### config.mk
export PLATFORM = sky130hd
export DESIGN_NAME = irq_prio_ctl
export DESIGN_NICKNAME = d
export VERILOG_FILES = /design/src/rtl/irqc_pkg.sv /design/src/rtl/irqc_src_bank.sv /design/src/rtl/irqc_pick.sv /design/src/rtl/irqc_level_ctl.sv /design/src/rtl/irq_prio_ctl.sv
export SDC_FILE = /design/constraint.sdc
export NUM_CORES = 1
export LEC_CHECK = 0
export BUFFER_PORTS_ARGS = -buffer_cell sky130_fd_sc_hd__buf_2
export CORE_MARGIN = 2
export CORE_UTILIZATION = 40
export DETAILED_ROUTE_END_ITERATION = 10
export GPL_ROUTABILITY_DRIVEN = 0
export PLACE_DENSITY_LB_ADDON = 0.08
export REMOVE_ABC_BUFFERS = 1
export SETUP_SLACK_MARGIN = 0.02
export SLEW_MARGIN = 10
export SYNTH_ARGS = -nofsm -noshare
export SYNTH_HDL_FRONTEND = slang
export SYNTH_SLANG_ARGS = --single-unit
### constraint.sdc
create_clock -name clk -period 4.6 [get_ports clk]
set_clock_uncertainty 0.05 [all_clocks]
set_input_delay 0.69 -clock clk [delete_from_list [all_inputs] [get_ports clk]]
set_output_delay 0.69 -clock clk [all_outputs]
set_load 0.02 [all_outputs]
### src/rtl/irqc_pkg.sv
package irqc_pkg;
  typedef enum logic [2:0] {
    OP_NONE    = 3'd0,
    OP_ARM     = 3'd1,
    OP_DISARM  = 3'd2,
    OP_ENABLE  = 3'd3,
    OP_DISABLE = 3'd4,
    OP_TRIGGER = 3'd5
  } irq_op_e;
endpackage

### src/rtl/irqc_src_bank.sv
module irqc_src_bank
  import irqc_pkg::*;
#(
  parameter int N_LVL = 32,
  parameter int N_SRC = 4,
  parameter int N_INT = 4,
  localparam int LVL_W = $clog2(N_LVL),
  localparam int SRC_W = $clog2(N_SRC),
  localparam int NS    = N_LVL * N_SRC,
  localparam int IDX_W = $clog2(NS)
) (
  input  logic             clk,
  input  logic             rst_n,
  input  logic [NS-1:0]    irq_in,
  input  irq_op_e          op,
  input  logic [LVL_W-1:0] cmd_lvl,
  input  logic [SRC_W-1:0] cmd_src,
  input  logic             ack_vld,
  input  logic [IDX_W-1:0] ack_idx,
  output logic [NS-1:0]    eligible
);

  for (genvar i = 0; i < NS; i++) begin : g_src
    localparam int LV = i / N_SRC;
    localparam int SI = i % N_SRC;
    if (LV < N_INT && SI != 0) begin : g_stub
      logic unused_stub;
      assign unused_stub = irq_in[i];
      assign eligible[i] = 1'b0;
    end else begin : g_real
      logic arm_q, en_q, pend_q, prev_q;
      logic arm_d, en_d, pend_d;
      logic sel, set, clr;

      always_comb begin
        sel   = (int'(cmd_lvl) == LV) && (int'(cmd_src) == SI);
        arm_d = arm_q;
        en_d  = en_q;
        if (sel) begin
          if (op == OP_ARM)     arm_d = 1'b1;
          if (op == OP_DISARM)  arm_d = 1'b0;
          if (op == OP_ENABLE)  en_d  = 1'b1;
          if (op == OP_DISABLE) en_d  = 1'b0;
        end
        set    = arm_q && ((irq_in[i] && !prev_q) || (sel && op == OP_TRIGGER));
        clr    = (sel && op == OP_DISARM) || (ack_vld && int'(ack_idx) == i);
        pend_d = (pend_q || set) && !clr;
      end

      always_ff @(posedge clk or negedge rst_n) begin
        if (!rst_n) begin
          arm_q  <= 1'b0;
          en_q   <= 1'b0;
          pend_q <= 1'b0;
          prev_q <= 1'b0;
        end else begin
          arm_q  <= arm_d;
          en_q   <= en_d;
          pend_q <= pend_d;
          prev_q <= irq_in[i];
        end
      end

      assign eligible[i] = pend_q && en_q;
    end
  end

endmodule

### src/rtl/irqc_pick.sv
module irqc_pick #(
  parameter int W = 128,
  localparam int IW = $clog2(W)
) (
  input  logic [W-1:0]  vec,
  output logic          found,
  output logic [IW-1:0] idx
);
  always_comb begin
    idx = '0;
    for (int k = W - 1; k >= 0; k--) begin
      if (vec[k]) idx = IW'(k);
    end
  end
  assign found = |vec;
endmodule

### src/rtl/irqc_level_ctl.sv
module irqc_level_ctl #(
  parameter int LVL_W    = 5,
  parameter int SRC_W    = 2,
  parameter int FAST_LVL = 4
) (
  input  logic             clk,
  input  logic             rst_n,
  input  logic             test_pt,
  input  logic             mask_in,
  input  logic             deact,
  input  logic             best_found,
  input  logic [LVL_W-1:0] best_lvl,
  input  logic [SRC_W-1:0] best_src,
  input  logic             fall_found,
  input  logic [LVL_W-1:0] fall_lvl,
  input  logic [SRC_W-1:0] fall_src,
  output logic             ack_vld,
  output logic [LVL_W+SRC_W-1:0] ack_idx,
  output logic [LVL_W-1:0] cur_lvl,
  output logic             idle,
  output logic             grant,
  output logic [LVL_W-1:0] grant_lvl,
  output logic [SRC_W-1:0] grant_src,
  output logic             bank_sw
);
  logic [LVL_W-1:0] cur_q, cur_d, gl_q, gl_d;
  logic [SRC_W-1:0] src_q, src_d, gs_q, gs_d;
  logic             idle_q, idle_d, gnt_q, gnt_d, bank_q, bank_d;
  logic             take;

  always_comb begin
    cur_d  = cur_q;
    src_d  = src_q;
    idle_d = idle_q;
    gl_d   = gl_q;
    gs_d   = gs_q;
    gnt_d  = 1'b0;
    bank_d = 1'b0;
    take   = test_pt && !mask_in && best_found && (idle_q || best_lvl < cur_q);
    if (deact) begin
      if (!idle_q) begin
        if (fall_found) begin
          cur_d = fall_lvl;
          src_d = fall_src;
        end else begin
          idle_d = 1'b1;
          cur_d  = '1;
          src_d  = '0;
        end
      end
    end else if (take) begin
      cur_d  = best_lvl;
      src_d  = best_src;
      idle_d = 1'b0;
      gnt_d  = 1'b1;
      gl_d   = best_lvl;
      gs_d   = best_src;
      bank_d = (best_lvl == LVL_W'(FAST_LVL));
    end
  end

  always_ff @(posedge clk or negedge rst_n) begin
    if (!rst_n) begin
      cur_q  <= '1;
      src_q  <= '0;
      idle_q <= 1'b1;
      gl_q   <= '0;
      gs_q   <= '0;
      gnt_q  <= 1'b0;
      bank_q <= 1'b0;
    end else begin
      cur_q  <= cur_d;
      src_q  <= src_d;
      idle_q <= idle_d;
      gl_q   <= gl_d;
      gs_q   <= gs_d;
      gnt_q  <= gnt_d;
      bank_q <= bank_d;
    end
  end

  assign ack_vld   = deact && !idle_q;
  assign ack_idx   = {cur_q, src_q};
  assign cur_lvl   = cur_q;
  assign idle      = idle_q;
  assign grant     = gnt_q;
  assign grant_lvl = gl_q;
  assign grant_src = gs_q;
  assign bank_sw   = bank_q;
endmodule

### src/rtl/irq_prio_ctl.sv
module irq_prio_ctl
  import irqc_pkg::*;
#(
  parameter int N_LVL    = 32,
  parameter int N_INT    = 4,
  parameter int N_SRC    = 4,
  parameter int FAST_LVL = 4,
  localparam int LVL_W = $clog2(N_LVL),
  localparam int SRC_W = $clog2(N_SRC),
  localparam int NS    = N_LVL * N_SRC,
  localparam int IDX_W = $clog2(NS)
) (
  input  logic             clk,
  input  logic             rst_n,
  input  logic [NS-1:0]    irq_in,
  input  logic             mask_in,
  input  logic             test_pt,
  input  logic             deact,
  input  logic [2:0]       cmd_op,
  input  logic [LVL_W-1:0] cmd_lvl,
  input  logic [SRC_W-1:0] cmd_src,
  output logic             grant,
  output logic [LVL_W-1:0] grant_lvl,
  output logic [SRC_W-1:0] grant_src,
  output logic [LVL_W-1:0] cur_lvl,
  output logic             idle,
  output logic             bank_sw
);
  logic [NS-1:0]    elig, fall_vec;
  logic             ack_vld, best_found, fall_found;
  logic [IDX_W-1:0] ack_idx, best_idx, fall_idx;

  irqc_src_bank #(.N_LVL(N_LVL), .N_SRC(N_SRC), .N_INT(N_INT)) u_bank (
    .clk(clk), .rst_n(rst_n), .irq_in(irq_in), .op(irq_op_e'(cmd_op)),
    .cmd_lvl(cmd_lvl), .cmd_src(cmd_src), .ack_vld(ack_vld),
    .ack_idx(ack_idx), .eligible(elig)
  );

  for (genvar i = 0; i < NS; i++) begin : g_fall
    assign fall_vec[i] = elig[i] && ((i / N_SRC) >= int'(cur_lvl))
                         && !(ack_vld && int'(ack_idx) == i);
  end

  irqc_pick #(.W(NS)) u_best (.vec(elig), .found(best_found), .idx(best_idx));
  irqc_pick #(.W(NS)) u_fall (.vec(fall_vec), .found(fall_found), .idx(fall_idx));

  irqc_level_ctl #(.LVL_W(LVL_W), .SRC_W(SRC_W), .FAST_LVL(FAST_LVL)) u_ctl (
    .clk(clk), .rst_n(rst_n), .test_pt(test_pt), .mask_in(mask_in),
    .deact(deact), .best_found(best_found),
    .best_lvl(best_idx[IDX_W-1:SRC_W]), .best_src(best_idx[SRC_W-1:0]),
    .fall_found(fall_found),
    .fall_lvl(fall_idx[IDX_W-1:SRC_W]), .fall_src(fall_idx[SRC_W-1:0]),
    .ack_vld(ack_vld), .ack_idx(ack_idx), .cur_lvl(cur_lvl), .idle(idle),
    .grant(grant), .grant_lvl(grant_lvl), .grant_src(grant_src),
    .bank_sw(bank_sw)
  );
endmodule

* Word level (Yosys, flattened, before mapping)
Cells that the tools add are included.
** Storage, ports and cells
- Register bits after elaboration :: 481
- Input port bits :: 143
- Output and inout port bits :: 15
- Word-level logic and storage cells :: 3013
** Cells by class
- Magnitude comparators :: 32
- Equal/unequal tests :: 156
- Multiplexer cells :: 252
- Bitwise operators :: 1
- Reductions and logical operators :: 2101
** Operators with widths (count)
- 7-bit 2-to-1 mux :: 232
- 1-bit logical AND :: 1160
- 2-bit AND reduction :: 234
- 7-bit equality test, second input constant :: 64
- 1-bit zero test :: 350
- 1-bit logical OR :: 349
- 116-bit OR reduction :: 2
- 7-bit by 6-bit equality test with 1-bit output, second input constant :: 32
- 5-bit equality test, second input constant :: 16
- 5-bit greater-or-equal comparator, first input constant :: 15
- 7-bit by 5-bit equality test with 1-bit output, second input constant :: 10
- 5-bit by 4-bit equality test with 1-bit output, second input constant :: 8
- 4-bit by 5-bit greater-or-equal comparator with 1-bit output, first input constant :: 8
- 7-bit by 4-bit equality test with 1-bit output, second input constant :: 5
- 5-bit by 3-bit equality test with 1-bit output, second input constant :: 5
- 3-bit by 5-bit greater-or-equal comparator with 1-bit output, first input constant :: 4
- 5-bit 2-to-1 mux :: 4
- 7-bit by 3-bit equality test with 1-bit output, second input constant :: 2
- 1-bit 2-to-1 mux :: 12
- 5-bit by 2-bit equality test with 1-bit output, second input constant :: 2
- 1-bit by 5-bit greater-or-equal comparator with 1-bit output, first input constant :: 2
- 2-bit by 5-bit greater-or-equal comparator with 1-bit output, first input constant :: 2
- 2-bit 2-to-1 mux :: 4
- 7-bit by 1-bit equality test with 1-bit output, second input constant :: 1
- 14 further kinds :: 19

* Depth between registers and ports, before layout
- Depth after elaboration :: 124
- Gate-level depth with buffers :: 18
- Mapped depth without buffers :: 17

* Modules after synthesis
From an unflattened synthesis, not the netlist that was laid out.
** Second synthesis, totals
- Cells, all modules :: 2980
- Area, all modules :: 27032.2 µm²
** Modules (own cells, without submodules)
- irqc_src_bank :: times used 1, cells an instance 1969, area an instance 20772.4 µm², seq. area each 11611.1 µm²
- irqc_pick :: times used 2, cells an instance 300, area an instance 1697.9 µm², seq. area each 0.0 µm²
- irq_prio_ctl :: times used 1, cells an instance 330, area an instance 1934.4 µm², seq. area each 0.0 µm²
- irqc_level_ctl :: times used 1, cells an instance 81, area an instance 929.6 µm², seq. area each 432.9 µm²

* Worst setup path before layout
No wires, ideal clock.
- Path type :: register to register
- From :: register u_bank.g_src[86].g_real.pend_q
- To :: register u_ctl.src_q[1]
- Library setup time :: 82 ps
- Arrival :: 3237 ps
- Path slack :: 1231 ps
- Stages on the path, launching flop included :: 19
- Buffers on the path :: 1
- Period minus slack after synthesis :: 3369 ps
- Cell sequence :: dfrtp_1 > a22oi_1 > and3_1 > and3_1 > nand2_1 > o21ai_0 > a211oi_1 > o31ai_1 > inv_1 > ha_1 > a21o_1 > a21oi_1 > o221a_2 > nor3b_1 > a21oi_2 > inv_2 > buf_2 > nand3_1 > a31oi_1
** On the way
- Cells in the longest elaborated chain, start to end :: 81
- Elaborated cells on any way between the ends :: 165
- Classes of those cells :: order compare (1); mux (154); reduce/logical (10)
** RTL lines
- from (decl) :: RTL line irqc_src_bank.sv:31 : logic arm_q, en_q, pend_q, prev_q;
- from (signal assigned) :: RTL line irqc_src_bank.sv:59 : pend_q <= pend_d;
- 1-bit logical AND :: RTL line irqc_src_bank.sv:64 : assign eligible[i] = pend_q && en_q;
- 7-bit 2-to-1 mux (75 in a row) :: RTL line irqc_pick.sv:12 : if (vec[k]) idx = IW'(k);
- net best_idx[4] :: RTL line irq_prio_ctl.sv:31 : logic [IDX_W-1:0] ack_idx, best_idx, fall_idx;
- 5-bit < comparator :: RTL line irqc_level_ctl.sv:39 : take = test_pt && !mask_in && best_found && (idle_q || best_lvl < cur_q);
- 1-bit logical OR :: RTL line irqc_level_ctl.sv:39
- 1-bit logical AND :: RTL line irqc_level_ctl.sv:39
- 2-bit nonzero test (no line)
- 2-bit AND reduction (no line)
- to (signal assigned) :: RTL line irqc_level_ctl.sv:73 : src_q <= src_d;
- to (decl) :: RTL line irqc_level_ctl.sv:27 : logic [SRC_W-1:0] src_q, src_d, gs_q, gs_d;
The timed path passes the listed nets, and every way through them passes these cells. The select of a mux whose other input is x is not followed.
A chain may end at the register's enable or synchronous reset.

* Worst setup path after layout
- From :: register u_bank.g_src[105].g_real.pend_q
- To :: register u_ctl.cur_q[3] (netlist: u_ctl.cur_lvl[3])
** On the way
- Cells in the longest elaborated chain, start to end :: 100
- Elaborated cells on any way between the ends :: 203
- Classes of those cells :: order compare (1); mux (192); reduce/logical (10)
** RTL lines
- from (decl) :: RTL line irqc_src_bank.sv:31
- from (signal assigned) :: RTL line irqc_src_bank.sv:59
- 1-bit logical AND * :: RTL line irqc_src_bank.sv:64
- 7-bit 2-to-1 mux * (94 in a row) :: RTL line irqc_pick.sv:12
- net best_idx[5] :: RTL line irq_prio_ctl.sv:31
- 5-bit < comparator :: RTL line irqc_level_ctl.sv:39
- 1-bit logical OR :: RTL line irqc_level_ctl.sv:39
- 1-bit logical AND :: RTL line irqc_level_ctl.sv:39
- 2-bit nonzero test (no line)
- 2-bit AND reduction (no line)
- to (signal assigned) :: RTL line irqc_level_ctl.sv:72 : cur_q <= cur_d;
- to (decl) :: RTL line irqc_level_ctl.sv:26 : logic [LVL_W-1:0] cur_q, cur_d, gl_q, gl_d;
The timed path passes the listed nets; every way through them passes the cells marked *. The select of a mux whose other input is x is not followed.

==> results.cfg <==
[sta]
rsz0062_at_grt = false
finalWorstSetupSlack_ns = 0.209
finalSetupViolCount = 0
worst_slew_pin_slew_ns = 1.29
hold_violations = 0
final.min_clock_period_ns = 4.39
drv_slew = 0
slew_headroom_pct = 13.9
fmax_mhz = 228
post-route-period-util_pct = 95.5

[yosys]
syn_inst = 2909
synth_cell_type_count = 100
async_flop_share_pct = 100
yosysWarnings = 0
synth-edff-count = 0
seq_area_frac_synth_pct = 47.5
synthFlopType = dfrtp_1
synth_seq_cells = 481
synth.avg_cell_area_um2 = 8.72
syn-cell-area_um2 = 25400

[pwr]
vdd_drop_max_uv = 263
p_leak_nw = 12.9
powerDensity_nw_per_um2 = 476

[setup_path]
path_delay_family = compound AO/OA/AOI/OAI gates
r2r_cells = 15
cp_max_fo = 9
startpoint_type = register
rr_endpoint = u_ctl.cur_lvl[3]$_DFFE_PN1P_
critPathSlowestCell = nor4_1
required_ns = 5.07
crit-reg2reg-launch = u_bank.g_src[105].g_real.pend_q$_DFF_PN0_
rrSetupSlack_ns = 0.21
crit_chain = a22oi_1, nand4_1, nor4_1, o41ai_1, and2_1, ha_1, a21o_1, a21oi_1, o221a_2, nor3b_1, a21oi_2, inv_2, buf_4, nor3_1, a41oi_1
critPathArrivalTime_ns = 4.86
path_class = register to register
cp-end-kind = register
critPathMaxStageDelay_ns = 0.70
cp_num_buf_inv = 2

[floorplanning]
placementRows = 92
die_area_um2 = 65400
die-width_um = 256
die_y_um = 256
start_util_pct = 40.3
core_area_um2 = 62900
io_pins = 158

[cells_and_area]
final_common_cell = a21oi_1
final_util_pct = 46.6
syn2layout_area_growth_pct = 15.4
layout_common_cells = a21oi_1 (661), dfrtp_1 (475), nand2_1 (325)
fillers = 6140
nets = 3204
drive_gt1_share_pct = 13.9

[clock_network]
cts_buffers = 55
post_cts_buffers = 0
h-tree-depth = 2
clock_path_buffers = 3
cts_hold_buffers = 0
clk_latency_ns = 0.62
ctsResizeCount = 0
cts-root-buf = clkbuf_16
cts_tree = yes
clock-sinks = 481
path_clk_slew_ns = 0.06

[global_route]
grt-ovfl-total = 0
track_usage_pct = 31.0
grt_max_degree = 121
first_global_vias = 24000
grt_pass1_wl_um = 155000
antenna_found_initial = 3

[placed_design]
io_buffers = 145
hpwl_um = 71300
dp_slack_ns = 0.391

[route]
vias_per_cell = 6.41
drtAntennaViolNets = 0
dr.pass1.iters = 6
drc = 0
post_drt_wl_per_cell_um = 26.4
wl_um = 104000
vias = 25300
drtIter0Drc = 3473

[worst_hold_path]
hp-start = irq_in[27]
min_path_cells = 1
hold_class = primary input to register
hold_path_end = u_bank.g_src[27].g_real.prev_q$_DFF_PN0_

[run_status]
outcome = completed

[run]
max_cap_violations = 0
worst max-delay path by stage:
stage / start / to / cells past startpoint
after floorplan: cmd_op[2] / u_bank.g_src[43].g_real.pend_q$_DFF_PN0_ / 2
after global placement: u_bank.g_src[105].g_real.pend_q$_DFF_PN0_ / u_ctl.cur_lvl[0]$_DFFE_PN1P_ / 14
after detailed placement: u_bank.g_src[110].g_real.pend_q$_DFF_PN0_ / u_ctl.cur_lvl[2]$_DFFE_PN1P_ / 14
after CTS: u_bank.g_src[110].g_real.pend_q$_DFF_PN0_ / u_ctl.cur_lvl[2]$_DFFE_PN1P_ / 14
after global routing: u_bank.g_src[110].g_real.pend_q$_DFF_PN0_ / u_ctl.cur_lvl[4]$_DFFE_PN1P_ / 15
final: u_bank.g_src[105].g_real.pend_q$_DFF_PN0_ / u_ctl.cur_lvl[3]$_DFFE_PN1P_ / 15
area by class of cell:
class / count / area, um2 / share of cell area [%]
inverters: 136 / 510 / 1.74
well taps: 846 / 1060 / 3.62
clock inverters: 21 / 230 / 0.787
multi-input cells: 2119 / 12100 / 41.2
repair buffers: 264 / 1770 / 6.04
diodes: 3 / 7.51 / 0.0257
clock buffers: 77 / 1590 / 5.43
flip-flops and latches: 481 / 12000 / 41.2
cell usage after synthesis (all sizes together) (11+ instances only):
cell type | instances | share of area [%]
nand2b | 17 | 0.42
a31o | 13 | 0.45
buf | 77 | 1.7
nor3 | 80 | 1.7
nand4 | 32 | 0.79
o21ai | 208 | 4.1
a22o | 11 | 0.38
nand2 | 326 | 4.8
nand3 | 45 | 0.93
o22ai | 17 | 0.42
inv | 136 | 2.0
nor3b | 12 | 0.41
a221oi | 118 | 4.1
a31oi | 51 | 1.3
and2 | 28 | 0.69
a21oi | 662 | 13
a22oi | 58 | 1.7
a311oi | 11 | 0.38
clkbuf | 96 | 1.4
a211oi | 17 | 0.52
o211ai | 15 | 0.44
dfrtp | 475 | 47
a21o | 13 | 0.38
nor2 | 163 | 2.4
nor4 | 15 | 0.42
worst reg2reg max path, delay by kind of cell (launching register included):
family	cells	cell delay, ns
AO/OA/AOI/OAI	7	1.59
AND/OR/NAND/NOR	5	1.47
buffers and inverters	2	0.50
flip-flops	1	0.40
adder cells (fa/ha/maj)	1	0.32
flip-flops by register name, summed over array words and instances (netlist names):
name and count:
u_ctl.grant 1, u_bank.g_src.g_real.en_q 116, u_bank.g_src.g_real.prev_q 116, u_ctl.grant_lvl 5
u_bank.g_src.g_real.pend_q 116, u_ctl.src_q 2, u_ctl.idle 1, u_ctl.cur_lvl 5
u_ctl.bank_sw 1, u_bank.g_src.g_real.arm_q 116, u_ctl.grant_src 2
cell families (layout without fill, tap and decap cells):
family	Yosys count	in the layout	synth area share [%]
compound gates	1303	1303	31.2
fa+ha+maj	4	4	0.197
buf+inv	309	498	5.16
flops	481	481	47.5
mux	3	3	0.133
other cells	0	3	0
simple gates	809	809	15.8
through the flow:
step                std cells  hold slack, ns  total power, mW  TNS (ns)  area [um2]
CTS                      3944           0.114             13.8         0       29200
global route             3944           0.126             14.4         0       29200
detailed placement       3846           0.454             9.30         0       27400
finish                   3947           0.140             13.9         0       29300
floorplan                2736           0.344             7.37  -2487.61       24600
global placement         3846           0.456             9.25         0       27400
layer usage:
| layer | up-vias | global-route usage, % | share of wire (%) |
|---|---|---|---|
| met3 | 296 | 7.28 | 10 |
| met1 | 12400 | 44.1 | 43 |
| met2 | 1424 | 45.3 | 42 |
| met4 | 4 | 12.7 | 4.2 |
| met5 | - | 0 | 0.024 |
| li1 | 11100 | - | - |
power by group:
part / internal, mW / switching (mW)
Sequential: 4.77 / 0.642
Clock: 2.63 / 1.85
Combinational: 1.24 / 2.79
Note: power is estimated with default switching activity, not from simulation.
